<file path="src/rtl/link_stack.sv">
`timescale 1ns/1ps
module link_stack #(
  parameter int AW   = 32,
  parameter int DEEP = 16,
  localparam int PW  = $clog2(DEEP),
  localparam int CW  = PW + 1
) (
  input  logic          clk,
  input  logic          rst_n,
  input  logic [1:0]    mode,
  input  logic          push_en,
  input  logic [1:0]    push_tid,
  input  logic [AW-1:0] push_addr,
  input  logic          pop_en,
  input  logic [1:0]    pop_tid,
  output logic [AW-1:0] pop_tgt,
  output logic          pop_valid,
  input  logic          rs_en,
  input  logic [1:0]    rs_tid,
  input  logic [PW-1:0] rs_top,
  input  logic [CW-1:0] rs_cnt
);
  localparam int SHAL  = DEEP / 2;
  localparam int NSLOT = 2 * DEEP;
  localparam int SW    = $clog2(NSLOT);

  logic [1:0]    mode_q;
  logic [PW-1:0] top_q [4];
  logic [CW-1:0] cnt_q [4];
  logic [PW-1:0] top_n [4];
  logic [CW-1:0] cnt_n [4];
  logic [AW-1:0] mem [NSLOT];

  wire           chg   = mode != mode_q;
  wire           four  = mode_q[1];
  wire [PW-1:0]  pmask = four ? PW'(SHAL - 1) : PW'(DEEP - 1);
  wire [CW-1:0]  psize = four ? CW'(SHAL) : CW'(DEEP);

  function automatic logic act(input logic [1:0] t, input logic [1:0] m);
    return (m == 2'd0) ? (t == 2'd0) : ((m == 2'd1) ? !t[1] : 1'b1);
  endfunction

  function automatic logic [SW-1:0] slot(input logic [1:0] t, input logic [PW-1:0] p,
                                         input logic f);
    return f ? {t, p[PW-2:0]} : {t[0], p};
  endfunction

  wire pop_ok  = act(pop_tid, mode_q);
  wire wr_en   = push_en && act(push_tid, mode_q) && !chg && !(rs_en && rs_tid == push_tid);
  wire [SW-1:0] wr_slot = slot(push_tid, top_n[push_tid], four);

  assign pop_tgt   = pop_ok ? mem[slot(pop_tid, top_q[pop_tid], four)] : '0;
  assign pop_valid = pop_en && pop_ok && !chg && (cnt_q[pop_tid] != '0);

  always_comb begin
    logic dpop, dpush, drs;
    for (int t = 0; t < 4; t++) begin
      top_n[t] = top_q[t];
      cnt_n[t] = cnt_q[t];
      drs   = rs_en && rs_tid == 2'(t);
      dpop  = pop_en  && pop_tid  == 2'(t) && act(2'(t), mode_q) && !drs;
      dpush = push_en && push_tid == 2'(t) && act(2'(t), mode_q) && !drs;
      if (drs) begin
        top_n[t] = rs_top & pmask;
        cnt_n[t] = (rs_cnt > psize) ? psize : rs_cnt;
      end else begin
        if (dpop && cnt_q[t] != '0) begin
          top_n[t] = (top_q[t] - 1'b1) & pmask;
          cnt_n[t] = cnt_q[t] - 1'b1;
        end
        if (dpush) begin
          top_n[t] = (top_n[t] + 1'b1) & pmask;
          cnt_n[t] = (cnt_n[t] == psize) ? psize : cnt_n[t] + 1'b1;
        end
      end
    end
  end

  always_ff @(posedge clk) begin
    if (!rst_n) begin
      mode_q <= 2'd0;
      for (int t = 0; t < 4; t++) begin
        top_q[t] <= '0;
        cnt_q[t] <= '0;
      end
    end else if (chg) begin
      mode_q <= mode;
      for (int t = 0; t < 4; t++) begin
        top_q[t] <= '0;
        cnt_q[t] <= '0;
      end
    end else begin
      for (int t = 0; t < 4; t++) begin
        top_q[t] <= top_n[t];
        cnt_q[t] <= cnt_n[t];
      end
    end
  end

  always_ff @(posedge clk) begin
    if (!rst_n) begin
      for (int i = 0; i < NSLOT; i++) mem[i] <= '0;
    end else if (wr_en) begin
      mem[wr_slot] <= push_addr;
    end
  end

  p_lifo_r2: assert property (@(posedge clk) disable iff (!rst_n)
    ($past(wr_en) && pop_en && pop_tid == $past(push_tid) && !chg)
      |-> (pop_valid && pop_tgt == $past(push_addr)));

  p_cnt_bound_r4: assert property (@(posedge clk) disable iff (!rst_n)
    cnt_q[pop_tid] <= psize);

  p_empty_hold_r5: assert property (@(posedge clk) disable iff (!rst_n)
    $past(pop_en && pop_ok && !pop_valid && !chg && !rs_en && !push_en)
      |-> (top_q[$past(pop_tid)] == $past(top_q[pop_tid])));

  p_idle_thread_r6: assert property (@(posedge clk) disable iff (!rst_n)
    (pop_en && !act(pop_tid, mode_q)) |-> (!pop_valid && pop_tgt == '0));

  p_clear_r7: assert property (@(posedge clk) disable iff (!rst_n)
    $past(chg) |-> !pop_valid);
endmodule

</file>
<file path="config.mk">
export PLATFORM = sky130hd
export DESIGN_NAME = link_stack
export DESIGN_NICKNAME = d
export VERILOG_FILES = /design/src/rtl/link_stack.sv
export SDC_FILE = /design/constraint.sdc
export NUM_CORES = 2
export LEC_CHECK = 0
export BUFFER_PORTS_ARGS = -buffer_cell sky130_fd_sc_hd__clkbuf_2
export CORE_MARGIN = 2
export CORE_UTILIZATION = 45
export CTS_BUF_LIST = sky130_fd_sc_hd__clkbuf_2
export DETAILED_ROUTE_END_ITERATION = 7
export MAX_ROUTING_LAYER = met4
export PLACE_DENSITY = 0.66
export SLEW_MARGIN = 15
export SYNTH_ARGS = -nofsm -noshare
export SYNTH_HDL_FRONTEND = slang
export SYNTH_SLANG_ARGS = --single-unit
</file>
<file path="constraint.sdc">
create_clock -name clk -period 8.6 [get_ports clk]
set_input_delay 1.29 -clock clk [delete_from_list [all_inputs] [get_ports clk]]
set_output_delay 1.29 -clock clk [all_outputs]
set_load 0.02 [all_outputs]
</file>
# Yosys cells after proc, flatten, opt, wreduce, memory -nomap -nowiden

Memories as Yosys holds them, arrays and structs flattened.
Cells that the tools add are included.
Widths: inputs -> output; s select.

Add/sub/neg operators: 16
$lt $le $gt $ge: 2
Equal/unequal tests: 16
Multiplexer cells: 81
Bitwise operators: 26
Reduce and logical (&&, ||, !) cells: 55

Operators with widths:

| kind                | count |
|---|---|
| $mux 5              | 33 |
| $mux 4              | 27 |
| $mux 32             | 2 |
| $logic_and 1x1->1   | 37 |
| $and 4x4->4         | 9 |
| $reduce_or 32->1    | 1 |
| $reduce_bool 5->1   | 5 |
| $add 5x1->5 const B | 4 |
| $eq 5x5->1          | 4 |
| $sub 5x1->5 const B | 4 |
| $mux 1              | 18 |
| $add 4x1->4 const B | 4 |
| $or 1x1->1          | 16 |
| $sub 4x1->4 const B | 4 |
| $eq 2x2->1 const B  | 6 |
| $bmux 4 s2          | 1 |
| $eq 2x1->1 const B  | 4 |
| $logic_not 1->1     | 8 |
| $logic_not 2->1     | 4 |
| $gt 5x5->1          | 1 |
| $ge 3x3->1 const B  | 1 |
| $not 2->3           | 1 |
| $eq 2x2->1          | 1 |
| $ne 2x2->1          | 1 |

Bits in registers: 2
Memory bits (writable): 1060
Bits of input ports: 54
Output and inout bits: 33
Logic and storage cells: 200
Memories: 3

Memory list:

| memory | depth | width | rd ports | clocked after memory_dff | write ports | line | RTL |
|---|---|---|---|---|---|---|---|
| mem    | 32    | 32    | 1        | 0                        | 32          | 32   | `logic [AW-1:0] mem [NSLOT];` |
| cnt_q  | 4     | 5     | 5        | 0                        | 4           | 29   | `logic [CW-1:0] cnt_q [4];` |
| top_q  | 4     | 4     | 5        | 0                        | 4           | 28   | `logic [PW-1:0] top_q [4];` |

# Longest topological paths before layout

Word-level depth: 17
Depth in mapped cells: 17
Gate-level depth less buffers: 14

# Worst setup path after synthesis

Ideal clock, no wire load.

Kind: input port to flip-flop
From: in rs_tid[1]
To: mem mem[12][0], enable pin
Setup time: 0.470 ns
Arrival: 6.699 ns
Data required time: 8.130 ns
Slack: 1.432 ns
Stages: 13
Path buffers: 3
Cell sequence: buf_2 > and3b_1 > clkbuf_1 > clkbuf_1 > nor4_1 > xnor2_1 > ha_1 > o41ai_1 > a41oi_1 > mux4_2 > nor2_1 > nand3_1 > o31ai_1

RTL lines:

| what        | line | RTL |
|---|---|---|
| from (decl) | 19   | `input logic [1:0] rs_tid,` |
| to (decl)   | 32   |  |

==> results.py <==
metrics = {
    "global_routing": {
        "gr-usage-met2_pct": 39.7,
        "grt_pass1_wl_um": 213000,
        "busiest_layer": "met2",
        "overflow": 0,
        "use_met1_pct": 32.4,
        "use_met3_pct": 5.17,
        "gr-usage-all-layers_pct": 25.4,
        "grt_max_degree": 129,
        "antenna_found_initial": 5,
        "grt_pass1_vias": 32700,
    },
    "worst_hold_path": {
        "worstHoldStart": "rs_top[2]",
        "hold_path_depth": 3,
        "min-delay-path-class": "in2reg",
        "hold_path_end": "top_q[2][2]$_SDFFE_PP0P_",
    },
    "placement": {
        "dpl.hpwl_um": 83000,
        "dp_cells": 4925,
        "place_congestion": 0.934,
        "io_buffers": 86,
    },
    "synth": {
        "synth_cells": 3621,
        "synthArstFlopShare_pct": 0,
        "ys_ff_latch": 1062,
        "syn_area_per_cell_um2": 14.1,
        "synth_edf_count": 1051,
        "yosysWarnings": 0,
        "synth_top_area_cell": "edfxtp_1",
        "synth_common_cells": "edfxtp_1 (1051), and2_1 (493), and3_1 (464)",
        "synth-main-ff-cell": "edfxtp_1",
        "syn_area_mm2": 0.0511,
        "synth_top_cell_area_share_pct": 61.8,
        "synth_area_leaders": "edfxtp_1 (62%), mux4_2 (11%), and2_1 (6.0%)",
        "yosysUniqueCellTypes": 81,
        "yosysMostFrequentCell": "edfxtp_1",
        "synth-seq-area-share_pct": 62.2,
    },
    "floorplan": {
        "rows": 123,
        "ios": 87,
        "dieArea_mm2": 0.116,
        "start_util_pct": 45.4,
        "core_area_mm2": 0.112,
        "chipWidth_um": 341,
        "die_y_um": 341,
    },
    "timing": {
        "worstMarginPinSlew_ps": 1170,
        "period_needed_ps": 6590,
        "finalHoldViolCount": 0,
        "rsz0062_at_grt": "no",
        "tns_ps": 0,
        "relSlewSlack_pct": 21.8,
        "slew_violations": 0,
        "timing.final.crit_share_pct": 76.6,
        "fin_skew_ps": 260,
        "setup_viol": 0,
        "fmax_mhz": 152,
    },
    "layout": {
        "drive_gt1_share_pct": 23.8,
        "stdcell_count": 5376,
        "nets": 3800,
        "finish.utilization_pct": 49.1,
        "ff_latch_area_mm2": 0.0318,
        "area_growth_pct": 8.21,
        "num-fill-cells": 9639,
        "multiInputGateArea_mm2": 0.0181,
    },
    "pwr": {
        "p_comb_share_pct": 12.1,
        "intPower_mw": 7.58,
        "leakage_nw": 21.4,
        "swShare_pct": 28.0,
        "p_clk_share_pct": 31.9,
        "ir_drop_mv": 0.0886,
        "powerDensity_mw_per_mm2": 191,
        "p_sw_mw": 2.95,
        "seqPwrFrac_pct": 56.1,
        "power_mw": 10.5,
    },
    "drt": {
        "vias": 32000,
        "drtPass1Iterations": 5,
        "wl_um": 143000,
        "via_per_inst": 5.96,
        "wire_per_inst_um": 26.5,
        "ant_nets": 0,
        "drc": 0,
        "drt_iter0_markers": 3477,
    },
    "critical_path": {
        "reg2reg_to": "mem[21][27]$_SDFFCE_PN0P_",
        "rr_worst_depth": 13,
        "worstPathArrival_ps": 5300,
        "r2r_start": "mode_q[1]$_SDFFE_PN0P_",
        "crit_fanout": 37,
        "reg2reg_slack_ps": 2340,
        "worstPathRequired_ps": 7310,
        "worstSetupEndpointType": "output pin",
        "path_class": "reg2out",
        "startpoint_type": "flop",
    },
    "clock_tree": {
        "h-tree-depth": 5,
        "insertion_delay_ps": 1620,
        "cts_buffer_depth": 4,
        "root_buffer": "clkbuf_2",
        "cts_tree": "done",
        "cts.reportedPaths.clkPinSlew_ps": 90,
        "clock_sinks": 1062,
        "cts_buffers": 290,
    },
    "run_status": {
        "outcome": "finished, final reports clean",
    },
    "job": {
        "maxCapViolations": 0,
    },
}
-- what timing repair did --
item	CTS	global route
endpoints found under the hold margin	1	0
resized for setup	0	0
hold buffers	1	0
setup buffers	0	0
-- through the flow --
| step | hold slack (ps) | setup WS (ps) | cell area [um2] |
|---|---|---|---|
| finish | 174 | 2010 | 55300 |
| global route | 57.2 | 1620 | 55300 |
| CTS | 6.15 | 1820 | 55200 |
| detailed placement | 503 | 1420 | 53000 |
| global placement | 503 | 1570 | 53000 |
| floorplan | 464 | 1430 | 51200 |
-- per-layer routing --
metal  up-vias  wire [um]
met3       297      11600
met1     16200      56400
met5         -          0
li1      13900          -
met2      1572      69100
met4         0       5490
-- layout make-up --
class	instances	share of cell area, %
clock buffer	406	3.68
multi-input combinational	2168	32.7
tap	1500	3.39
antenna	8	0.0362
inverter	31	0.210
clock inverter	35	0.403
sequential	1062	57.5
timing repair buffer	166	2.09
-- power groups by stage --
stage | Sequential, mW | Clock [mW] | Combinational [mW]
2_1_floorplan | 6.00 | 0 | 0.793
3_3_place_gp | 6.01 | 0 | 1.26
3_5_place_dp | 6.02 | 0 | 1.26
4_1_cts | 5.90 | 3.42 | 1.27
5_1_grt | 5.92 | 3.68 | 1.33
6_report | 5.90 | 3.36 | 1.27
-- cell families after synthesis --
group,count (synthesis),synth area share (%)
xor gates and xnor gates,46,0.847
buffers and inverters,417,3.38
AOI/OAI and AO/OA,260,3.63
and+or+nand+nor,1475,16.4
adders and majority gates,27,0.661
muxes,333,12.9
other,1,0.00734
DFF,1062,62.2
-- cell usage in the layout, fill, tap and decap left out, types with 12 or more instances in the layout --
master / Yosys / final
buf_4: 4 / 70
xnor2_1: 34 / 34
nand2_1: 207 / 207
mux4_2: 260 / 257
conb_1: 1 / 27
and2_1: 493 / 490
clkbuf_2: 0 / 491
a32o_1: 32 / 32
mux2i_1: 71 / 71
a31oi_1: 44 / 43
clkinv_1: 0 / 23
and3_1: 464 / 464
nor4_1: 12 / 12
edfxtp_1: 1051 / 1051
nor3_1: 16 / 15
ha_1: 27 / 27
nor2_1: 184 / 183
a211oi_1: 48 / 46
o21ai_0: 29 / 21
a21oi_1: 39 / 34
inv_1: 31 / 31
nand2b_2: 0 / 14
o21ai_4: 0 / 12
nand3_1: 14 / 14
-- critical path, cell delays in order (launching register included) --
cell and delay (ps):
edfxtp_1 470, mux4_4 940, buf_4 640, mux4_2 570
and2_1 160, a211oi_1 370, a31oi_1 80, a32o_1 360
clkbuf_2 210
-- how the worst max path moves through the flow --
stage,startpoint,endpoint,slack (ps),cells after the start
2_1_floorplan,rs_tid[1],mem[12][0]$_SDFFCE_PN0P_,1430,13
3_3_place_gp,pop_tid[0],mem[1][19]$_SDFFCE_PN0P_,1570,12
3_5_place_dp,pop_tid[0],mem[1][19]$_SDFFCE_PN0P_,1420,12
4_1_cts,top_q[0][0]$_SDFFCE_PN0P_,pop_tgt[3],1820,8
5_1_grt,top_q[0][0]$_SDFFCE_PN0P_,pop_tgt[3],1620,8
6_report,top_q[0][0]$_SDFFCE_PN0P_,pop_tgt[3],2010,8
-- flip-flops by register name (all words and copies together) (netlist names) --
signal  count
top_q      16
mem      1024
cnt_q      20
mode_q      2
Note: power is estimated with default switching activity, not from simulation.
